### config.mk
export PLATFORM = sky130hd
export DESIGN_NAME = cmdport_watchdog
export DESIGN_NICKNAME = d
export VERILOG_FILES = /design/src/rtl/cpw_pkg.sv /design/src/rtl/cpw_decode.sv /design/src/rtl/cpw_prescale.sv /design/src/rtl/cpw_countdown.sv /design/src/rtl/cmdport_watchdog.sv
export SDC_FILE = /design/constraint.sdc
export NUM_CORES = 1
export LEC_CHECK = 0
export ABC_AREA = 1
export BUFFER_PORTS_ARGS = -buffer_cell sky130_fd_sc_hd__buf_2
export CORE_MARGIN = 2
export CORE_UTILIZATION = 50
export DETAILED_ROUTE_END_ITERATION = 6
export GPL_TIMING_DRIVEN = 0
export PLACE_DENSITY = 0.67
export SLEW_MARGIN = 10
export SYNTH_ARGS = -nofsm -noshare
export SYNTH_HDL_FRONTEND = slang
export SYNTH_HIERARCHICAL = 1
export SYNTH_SLANG_ARGS = --single-unit
### constraint.sdc
create_clock -name clk -period 2.6 [get_ports clk]
set_input_delay 0.52 -clock clk [delete_from_list [all_inputs] [get_ports clk]]
set_output_delay 0.52 -clock clk [all_outputs]
set_load 0.05 [all_outputs]
### src/rtl/cpw_pkg.sv
// Package: shared codes, state types and the index-to-slot map.
// Assumes byte-wide ports and 16-bit delay registers built from two bytes.
package cpw_pkg;
    localparam int BYTE_W = 8;
    localparam int DLY_W  = 2 * BYTE_W;
    localparam int NSLOT  = 4;

    localparam logic [7:0] OP_IDENT = 8'h30;
    localparam logic [7:0] OP_START = 8'h28;
    localparam logic [7:0] OP_STOP  = 8'h29;
    localparam logic [7:0] OP_KICK  = 8'h2A;
    localparam logic [7:0] OP_INDIR = 8'h89;
    localparam logic [7:0] SIG_BYTE = 8'h95;

    localparam logic [7:0] IX_ARM_HI = 8'h58;
    localparam logic [7:0] IX_ARM_LO = 8'h59;
    localparam logic [7:0] IX_TMO_HI = 8'h5E;
    localparam logic [7:0] IX_TMO_LO = 8'h5F;

    localparam logic PORT_DATA = 1'b0;
    localparam logic PORT_CMD  = 1'b1;

    typedef enum logic [1:0] {SQ_IDLE, SQ_INDEX, SQ_VALUE} seq_t;
    typedef enum logic [1:0] {WD_OFF, WD_ARM, WD_RUN, WD_FIRE} wd_t;

    // Maps an indirect index to a byte slot: 0/1 timeout lo/hi, 2/3 arming lo/hi, 4 none.
    function automatic logic [2:0] slot_of(input logic [7:0] ix);
        case (ix)
            IX_TMO_LO: slot_of = 3'd0;
            IX_TMO_HI: slot_of = 3'd1;
            IX_ARM_LO: slot_of = 3'd2;
            IX_ARM_HI: slot_of = 3'd3;
            default:   slot_of = 3'd4;
        endcase
    endfunction
endpackage

### src/rtl/cpw_decode.sv
// Command decoder and indirect register file.
// Turns command-port writes into one-cycle operation pulses, runs the
// index/value sequence on the data port and answers the identify query.
// Assumes a read and a write never share a cycle.
module cpw_decode
    import cpw_pkg::*;
(
    input  logic             clk,
    input  logic             rst_n,
    input  logic             bus_wr,
    input  logic             bus_rd,
    input  logic             bus_addr,
    input  logic [7:0]       bus_wdata,
    output logic [7:0]       bus_rdata,
    output logic             start_p,
    output logic             stop_p,
    output logic             kick_p,
    output logic [DLY_W-1:0] tmo_dly,
    output logic [DLY_W-1:0] arm_dly
);
    logic       cmd_wr, dat_wr, dat_rd, val_wr;
    seq_t       seq_q;
    logic [7:0] idx_q;
    logic       id_pend_q;
    logic [7:0] slot_q [NSLOT];

    // Strobe qualification by port.
    always_comb begin
        cmd_wr  = bus_wr && (bus_addr == PORT_CMD);
        dat_wr  = bus_wr && (bus_addr == PORT_DATA);
        dat_rd  = bus_rd && (bus_addr == PORT_DATA);
        val_wr  = dat_wr && (seq_q == SQ_VALUE);
        start_p = cmd_wr && (bus_wdata == OP_START);
        stop_p  = cmd_wr && (bus_wdata == OP_STOP);
        kick_p  = cmd_wr && (bus_wdata == OP_KICK);
    end

    // Indirect write sequencer: command opens it, index then value close it.
    always_ff @(posedge clk) begin
        if (!rst_n) begin
            seq_q <= SQ_IDLE;
            idx_q <= '0;
        end else if (cmd_wr) begin
            seq_q <= (bus_wdata == OP_INDIR) ? SQ_INDEX : SQ_IDLE;
        end else if (dat_wr) begin
            case (seq_q)
                SQ_INDEX: begin
                    idx_q <= bus_wdata;
                    seq_q <= SQ_VALUE;
                end
                SQ_VALUE: seq_q <= SQ_IDLE;
                default:  seq_q <= SQ_IDLE;
            endcase
        end
    end

    // Byte slots of the two delay registers.
    for (genvar g = 0; g < NSLOT; g++) begin : g_slot
        always_ff @(posedge clk) begin
            if (!rst_n)
                slot_q[g] <= '0;
            else if (val_wr && (slot_of(idx_q) == 3'(g)))
                slot_q[g] <= bus_wdata;
        end
    end

    assign tmo_dly = {slot_q[1], slot_q[0]};
    assign arm_dly = {slot_q[3], slot_q[2]};

    // Identify answer: armed by the query, spent by a data read or another command.
    always_ff @(posedge clk) begin
        if (!rst_n)
            id_pend_q <= 1'b0;
        else if (cmd_wr)
            id_pend_q <= (bus_wdata == OP_IDENT);
        else if (dat_rd)
            id_pend_q <= 1'b0;
    end

    // Registered read data.
    always_ff @(posedge clk) begin
        if (!rst_n)
            bus_rdata <= '0;
        else if (dat_rd)
            bus_rdata <= id_pend_q ? SIG_BYTE : 8'h00;
        else if (bus_rd)
            bus_rdata <= 8'h00;
    end

    p_ident_sig_r2: assert property (@(posedge clk) disable iff (!rst_n)
        (dat_rd && id_pend_q) |=> (bus_rdata == SIG_BYTE));
    p_seq_abandon_r4: assert property (@(posedge clk) disable iff (!rst_n)
        cmd_wr |=> (seq_q != SQ_VALUE));
    p_stray_data_r4: assert property (@(posedge clk) disable iff (!rst_n)
        (dat_wr && seq_q == SQ_IDLE) |=> ($stable(tmo_dly) && $stable(arm_dly)));
    p_one_op_r5: assert property (@(posedge clk) disable iff (!rst_n)
        $onehot0({start_p, stop_p, kick_p}));
endmodule

### src/rtl/cpw_prescale.sv
// Tick prescaler: one-cycle tick every TICK_CYC cycles while run is high.
// Cleared by clr and held at zero while idle, so each arm or refresh starts
// a full tick period.
module cpw_prescale #(
    parameter int TICK_CYC = 25_000_000
) (
    input  logic clk,
    input  logic rst_n,
    input  logic run,
    input  logic clr,
    output logic tick
);
    localparam int CW = (TICK_CYC > 1) ? $clog2(TICK_CYC) : 1;
    logic [CW-1:0] cnt_q;

    assign tick = run && (cnt_q == CW'(TICK_CYC - 1));

    // Cycle counter within one tick period.
    always_ff @(posedge clk) begin
        if (!rst_n || clr || !run)
            cnt_q <= '0;
        else if (tick)
            cnt_q <= '0;
        else
            cnt_q <= cnt_q + 1'b1;
    end

    if (TICK_CYC > 1) begin : g_chk
        p_tick_gap_r7: assert property (@(posedge clk) disable iff (!rst_n)
            tick |=> !tick);
        p_tick_clr_r7: assert property (@(posedge clk) disable iff (!rst_n)
            clr |=> !tick);
    end
endmodule

### src/rtl/cpw_countdown.sv
// Watchdog phase machine: idle, arming wait, timeout count, reset pulse.
// Assumes at most one of start/stop/kick per cycle and a tick from
// cpw_prescale that this block runs and clears.
module cpw_countdown
    import cpw_pkg::*;
#(
    parameter int RST_CYC = 16
) (
    input  logic             clk,
    input  logic             rst_n,
    input  logic             start_p,
    input  logic             stop_p,
    input  logic             kick_p,
    input  logic             tick,
    input  logic [DLY_W-1:0] tmo_dly,
    input  logic [DLY_W-1:0] arm_dly,
    output logic             run_o,
    output logic             clr_o,
    output logic             wd_reset_o
);
    localparam int FW = (RST_CYC > 1) ? $clog2(RST_CYC) : 1;

    wd_t              st_q;
    logic [DLY_W-1:0] cnt_q;
    logic [FW-1:0]    fcnt_q;

    // Prescaler control and pulse output from the phase.
    always_comb begin
        run_o      = (st_q == WD_ARM) || (st_q == WD_RUN);
        clr_o      = start_p || (kick_p && st_q == WD_RUN);
        wd_reset_o = (st_q == WD_FIRE);
    end

    // Phase transitions and the shared down-counter.
    always_ff @(posedge clk) begin
        if (!rst_n || stop_p) begin
            st_q   <= WD_OFF;
            cnt_q  <= '0;
            fcnt_q <= '0;
        end else if (start_p) begin
            fcnt_q <= '0;
            if (arm_dly != '0) begin
                st_q  <= WD_ARM;
                cnt_q <= arm_dly;
            end else begin
                st_q  <= WD_RUN;
                cnt_q <= tmo_dly;
            end
        end else begin
            case (st_q)
                WD_ARM: if (tick) begin
                    if (cnt_q <= DLY_W'(1)) begin
                        st_q  <= WD_RUN;
                        cnt_q <= tmo_dly;
                    end else begin
                        cnt_q <= cnt_q - 1'b1;
                    end
                end
                WD_RUN: begin
                    if (kick_p)
                        cnt_q <= tmo_dly;
                    else if (tick) begin
                        if (cnt_q <= DLY_W'(1)) begin
                            st_q   <= WD_FIRE;
                            cnt_q  <= '0;
                            fcnt_q <= '0;
                        end else begin
                            cnt_q <= cnt_q - 1'b1;
                        end
                    end
                end
                WD_FIRE: begin
                    if (fcnt_q == FW'(RST_CYC - 1))
                        st_q <= WD_OFF;
                    else
                        fcnt_q <= fcnt_q + 1'b1;
                end
                default: ;
            endcase
        end
    end

    p_stop_quiet_r8: assert property (@(posedge clk) disable iff (!rst_n)
        stop_p |=> (!wd_reset_o && !run_o));
    p_kick_idle_r8: assert property (@(posedge clk) disable iff (!rst_n)
        (st_q == WD_OFF && kick_p && !start_p) |=> (st_q == WD_OFF));
    p_fire_on_tick_r5: assert property (@(posedge clk) disable iff (!rst_n)
        $rose(wd_reset_o) |-> $past(tick));
    p_pulse_end_r6: assert property (@(posedge clk) disable iff (!rst_n)
        ($fell(wd_reset_o) && !$past(stop_p) && !$past(start_p)) |-> (st_q == WD_OFF));
    p_arm_hold_r9: assert property (@(posedge clk) disable iff (!rst_n)
        (st_q == WD_ARM && !tick && !stop_p && !start_p) |=> (st_q == WD_ARM));
endmodule

### src/rtl/cmdport_watchdog.sv
// Top: command-port watchdog. Joins the decoder, the prescaler and the
// phase machine. TICK_CYC is clock cycles per 100 ms tick; RST_CYC is
// the length of the reset pulse.
module cmdport_watchdog #(
    parameter int TICK_CYC = 25_000_000,
    parameter int RST_CYC  = 16
) (
    input  logic       clk,
    input  logic       rst_n,
    input  logic       bus_wr,
    input  logic       bus_rd,
    input  logic       bus_addr,
    input  logic [7:0] bus_wdata,
    output logic [7:0] bus_rdata,
    output logic       wd_reset_o
);
    import cpw_pkg::*;

    logic             start_p, stop_p, kick_p, tick, run, clr;
    logic [DLY_W-1:0] tmo_dly, arm_dly;

    cpw_decode u_dec (
        .clk(clk), .rst_n(rst_n), .bus_wr(bus_wr), .bus_rd(bus_rd),
        .bus_addr(bus_addr), .bus_wdata(bus_wdata), .bus_rdata(bus_rdata),
        .start_p(start_p), .stop_p(stop_p), .kick_p(kick_p),
        .tmo_dly(tmo_dly), .arm_dly(arm_dly)
    );

    cpw_prescale #(.TICK_CYC(TICK_CYC)) u_pre (
        .clk(clk), .rst_n(rst_n), .run(run), .clr(clr), .tick(tick)
    );

    cpw_countdown #(.RST_CYC(RST_CYC)) u_cnt (
        .clk(clk), .rst_n(rst_n), .start_p(start_p), .stop_p(stop_p),
        .kick_p(kick_p), .tick(tick), .tmo_dly(tmo_dly), .arm_dly(arm_dly),
        .run_o(run), .clr_o(clr), .wd_reset_o(wd_reset_o)
    );
endmodule

======== Yosys cells after proc, flatten, opt, wreduce, memory -nomap -nowiden ========
Memory sizes are Yosys's and may differ from the RTL's.
Index checks and enable logic that the tools add are counted.
storage, ports and cells
  bits in registers ....................... 66
  memory bits (writable) .................. 32
  input bits .............................. 13
  output and inout bits ................... 9
  logic and storage cells ................. 133
  memories ................................ 1
memory list
  name          words  bits a word  rd ports  clocked after memory_dff  write ports  line              text
  u_dec.slot_q  4      8            4         0                         4            cpw_decode.sv:25  logic [7:0] slot_q [NSLOT];
cells by class
  add/sub/neg operators ................... 3
  order comparisons ....................... 1
  equal/unequal tests ..................... 30
  mux-type cells .......................... 50
  bitwise logic cells ..................... 6
  reductions and logical operators ........ 34
operators by type and width
  cell                                                   number
  2-to-1 mux 16 bit                                      7
  2-to-1 mux 8 bit                                       7
  == test 8 x 6 -> 1 bit, second input constant          4
  == test 8 x 7 -> 1 bit, second input constant          4
  one-hot mux 16 bit (2 select lines)                    1
  adder 25 x 1 -> 25 bit, second input constant          1
  == test 25 bit, second input constant                  1
  2-to-1 mux 2 bit                                       11
  <= comparator 16 x 1 -> 1 bit, second input constant   1
  2-to-1 mux 1 bit                                       16
  2-to-1 mux 4 bit                                       4
  nonzero test 16 bit                                    1
  subtractor 16 x 1 -> 16 bit, second input constant     1
  inequality test 3 x 2 -> 1 bit, second input constant  5
  logical AND 1 bit                                      13
  one-hot mux 3 bit (4 select lines)                     1
  == test 8 bit, second input constant                   1
  inequality test 2 bit, second input constant           4
  one-hot mux 4 bit (2 select lines)                     1
  nonzero test 2 bit                                     4
  AND reduction 7 bit                                    1
  == test 2 bit, second input constant                   3
  == test 3 x 2 -> 1 bit, second input constant          2
  one-hot mux 2 bit (3 select lines)                     1
  other kinds (17)                                       29

======== Logic depth before layout (Yosys ltp) ========
  word-level depth ........................ 9
  gate-level depth with buffers ........... 19
  gate-level depth less buffers ........... 18

======== By module ========
Netlist, hierarchy kept.
by module, submodules not included
  module         times used  cells an instance  area an instance (um^2)  sequential area each (um^2)
  cpw_countdown  1           375                2,095.8                  440.4
  cpw_decode     1           177                1,855.5                  1,201.2
  cpw_prescale   1           220                1,487.7                  500.5

======== Worst setup path after synthesis ========
OpenSTA, ideal clock, no wires.
  path kind ............................... input -> register
  start point ............................. in bus_wdata[3]
  end point ............................... reg u_cnt.cnt_q[11]
  library setup time ...................... 0.109 ns
  data arrival time ....................... 1.940 ns
  required time ........................... 2.491 ns
  slack ................................... 0.551 ns
  cell stages on the path ................. 15
  path buffers ............................ 2
  cell sequence ........................... inv_1 -> nor3_1 -> nand3_1 -> nor2_1 -> buf_2 -> inv_1 -> nand3_1 -> nand3_1 -> inv_1 -> buf_2 -> nand2_1 -> nand2_1 -> nand3_1 -> nand2_1 -> inv_1
between the ends
  elaborated cells between the ends (all ways) .. 14
  classes of those cells .................. eq/ne: 5; mux: 3; reduce/logical: 6
RTL lines
  what                                                                    line                    text
  start, declared                                                         cmdport_watchdog.sv:13  input logic [7:0] bus_wdata,
  == test 8 x 6 -> 1 bit *                                                cpw_decode.sv:33        start_p = cmd_wr && (bus_wdata == OP_START);
  logical AND 1 bit *                                                     cpw_decode.sv:33
  named net start_p                                                       cmdport_watchdog.sv:19  logic start_p, stop_p, kick_p, tick, run, clr;
  inequality test 4 x 2 -> 1 bit (no line), or another cell as far along  n/a
  AND reduction 3 bit (no line)                                           n/a
  end signal, assigned                                                    cpw_countdown.sv:44     cnt_q <= arm_dly;
  end signal, assigned                                                    cpw_countdown.sv:47     cnt_q <= tmo_dly;
  end signal, assigned                                                    cpw_countdown.sv:54     cnt_q <= tmo_dly;
  end, declared                                                           cpw_countdown.sv:24     logic [DLY_W-1:0] cnt_q;
Mark *: on every way through the listed nets, which the timed path passes. The rest lies on a longest branch.
A chain may end at the register's enable or synchronous reset.

======== Worst setup path after layout ========
  start point ............................. in bus_wdata[3]
  end point ............................... reg u_cnt.cnt_q[1]
Same word-level chain as after synthesis.

==> results.toml <==
[setup_path]
cp_slowest_cell = "buf_2"
max_stage_delay_ps = 230
crit_path_max_fanout = 10
critPathCaptureType = "flip-flop"
critical_path.cell_chain = "buf_2 > inv_1 > nor3_2 > nand3_1 > nor2_1 > buf_2 > inv_1 > nand3_1 > nand3_1 > inv_1 > buf_4 > nand2_1 > a21oi_1 > a21oi_1"
critPathLaunchType = "input pin"
critical_path_class = "in2reg"
required_ps = 2850
crit_start = "bus_wdata[3]"
rr_worst_depth = 17
cp.arrival_ps = 2670
r2r_start = "u_cnt/st_q[0]"

[power_and_ir_drop]
power_mw = 4.781
p_per_area_mw_per_mm2 = 807.7
vdd_drop_max_uv = 602.2
power_leakage_nw = 2.540

[min_path]
hold_path.class = "in2reg"
hold_depth = 4
hold_start = "bus_rd"

[synthesis]
synth_edf_count = 32
synth_ff_type = "dfxtp_1"
yosys_warnings = 6
yosysUniqueCellTypes = 35
synth_area_per_cell_sq_um = 7.045
mappedNetlistArea_sq_mm = 0.005439
synth-seq-cells = 91
ys_seq_area_share_pct = 39.38
synthArstFlopShare_pct = 0
syn_inst = 772

[cells_and_area]
diodes = 0
fin_area_sq_mm = 0.005919
area_growth_syn_to_layout_pct = 8.834
layout_common_cells = "nand2_1, nor2_1, inv_1, nand3_1, dfxtp_1"
final_common_cell = "nand2_1"
fin_cells = 948
nets = 824
layout-drive-gt1-share_pct = 14.73

[route]
routed_wl_um = 12380
vias_per_cell = 5.096
drt_iter0_drc = 271
firstDrtPassIters = 6
vias = 4831
ant_nets = 0
wl_per_cell_um = 13.06
drc = 0

[sta]
slew_viol_final = 0
setup_ws_ps = 181.9
final_hold_viol_count = 0
setup_viol = 0
tns_ps = 0
maxSlewHeadroom_pct = 64.60
worst_clock_skew_ps = 7.997
fmax_ghz = 0.4136
min_period_over_period_pct = 93.00
tightest_slew_ps = 529.0
rsz0062_at_grt = "false"
post-route-min-period_ps = 2418

[floorplan]
io_pins = 22
die_area_sq_mm = 0.01173
die_x_um = 108.3
core_sq_mm = 0.01075
start_util_pct = 50.62
die_y_um = 108.3
placementRows = 38

[clocking]
h-tree-depth = 3
cts_max_path_buffers = 2
cts_sinks = 91
clk_pin_slew_ps = 100
clk_latency_ps = 360
cts_tree = "built"
postCtsSetupRepairBufs = 0
cts_root_buffer = "clkbuf_8"
cts_buffers = 9

[placed_design]
pre_cts_ws_ps = -243.3
place_area_sq_mm = 0.005710
io_buffers = 17
dp.cells = 932
place_hpwl_um = 9527
gp_congestion = 0.8774

[global_route]
grt_pass1_vias = 4506
grt_pass1_wl_um = 20790
grt_max_degree = 17
antenna_found_initial = 0
grt_util_all_layers_pct = 22.54
grt-ovfl-total = 0

[job]
cap_violations = 0

[status]
status = "complete, no violations"
[repair_timing]
| item | 4_1_cts | 5_1_grt |
|---|---|---|
| endpoints found under the setup margin | 10 | 36 |
| pin swaps | 0 | 1 |
| gates resized for setup | 2 | 11 |
| hold buffers | 0 | 0 |
[cells in the mapped netlist (2+ instances only)]
master,count,area [sq um]
nand2_1,181,679.4
nor2_1,125,469.2
inv_1,91,341.6
nand3_1,69,345.3
dfxtp_1,59,1181
a21oi_1,46,230.2
o21ai_0,33,165.2
edfxtp_1,32,960.9
nor2_2,21,131.4
nand2_2,12,75.07
nor2_4,11,123.9
buf_4,10,75.07
nand4_1,9,56.30
xor2_1,9,78.83
ha_1,8,100.1
nor3_1,7,35.03
xnor2_1,6,52.55
o21ai_1,5,25.02
inv_2,4,15.01
nand2_4,4,45.04
a21oi_2,3,26.28
buf_2,3,15.01
clkbuf_1,3,11.26
nand3_2,3,30.03
nand3b_1,3,22.52
and2_1,2,12.51
buf_6,2,22.52
buf_8,2,30.03
nand4_4,2,42.54
or2_2,2,12.51
[kinds of logic after synthesis]
family	after synthesis	share of synthesized area (%)
AND/OR/NAND/NOR	452	38.37
flip-flops	91	39.38
AO/OA/AOI/OAI	89	8.466
other	1	0.06895
XOR/XNOR	15	2.416
buffers and inverters	116	9.455
adder cells (fa/ha/maj)	8	1.840
[metal layers]
| metal | part of all wire, % | global-route usage, % | up-vias |
|---|---|---|---|
| met5 | 0 | 0 | - |
| met4 | 1.3 | 7.051 | 0 |
| met3 | 4.6 | 4.400 | 13 |
| met2 | 45 | 36.12 | 124 |
| met1 | 49 | 30.82 | 2177 |
| li1 | - | - | 2517 |
[path summary, 6_finish.rpt]
check | end | slack (ps)
worst max-delay path | u_cnt/cnt_q[1] | 180
worst max register to register | u_cnt/cnt_q[1] | 200
worst min-delay path | u_dec/bus_rdata[4] | 430
worst min register to register | u_pre/cnt_q[0] | 480
[metrics by stage]
stage	hold slack [ps]	utilization, %
after floorplan	429.6	-
after global placement	444.5	53.14
after detailed placement	463.8	53.14
after CTS	410.8	54.84
after global routing	431.9	55.09
final	430.7	55.09
[worst max-delay path: cells and delay by family]
family	cells	cell delay (ps)
buf+inv	6	940
simple gates	6	890
compound gates	2	300
[registers in the layout, indices dropped and copies added (netlist names)]
register         count
u_cnt/cnt_q         16
u_cnt/fcnt_q         4
u_cnt/st_q           2
u_dec/bus_rdata      1
u_dec/id_pend_q      1
u_dec/idx_q          8
u_dec/seq_q          2
u_dec/slot_q        32
u_pre/cnt_q         25
[layout make-up]
type,instances,area (sq um)
Timing Repair Buffer,17,85.08
Sequential cell,91,2143
Tap cell,140,175.2
Fill cell,1057,4826
Buffer,20,160.2
Clock buffer,9,123.9
Clock inverter,7,55.05
Inverter,96,360.3
Multi-Input combinational cell,568,2816
[report_power, final]
| part | internal, mW | leakage (nW) | total (mW) | switching, mW |
|---|---|---|---|---|
| sequential | 1.59 | 0.808 | 1.72 | 0.131 |
| combinational | 0.765 | 1.65 | 2.19 | 1.42 |
| clock | 0.352 | 0.0854 | 0.871 | 0.519 |
Power figures use the tool's default switching activity.
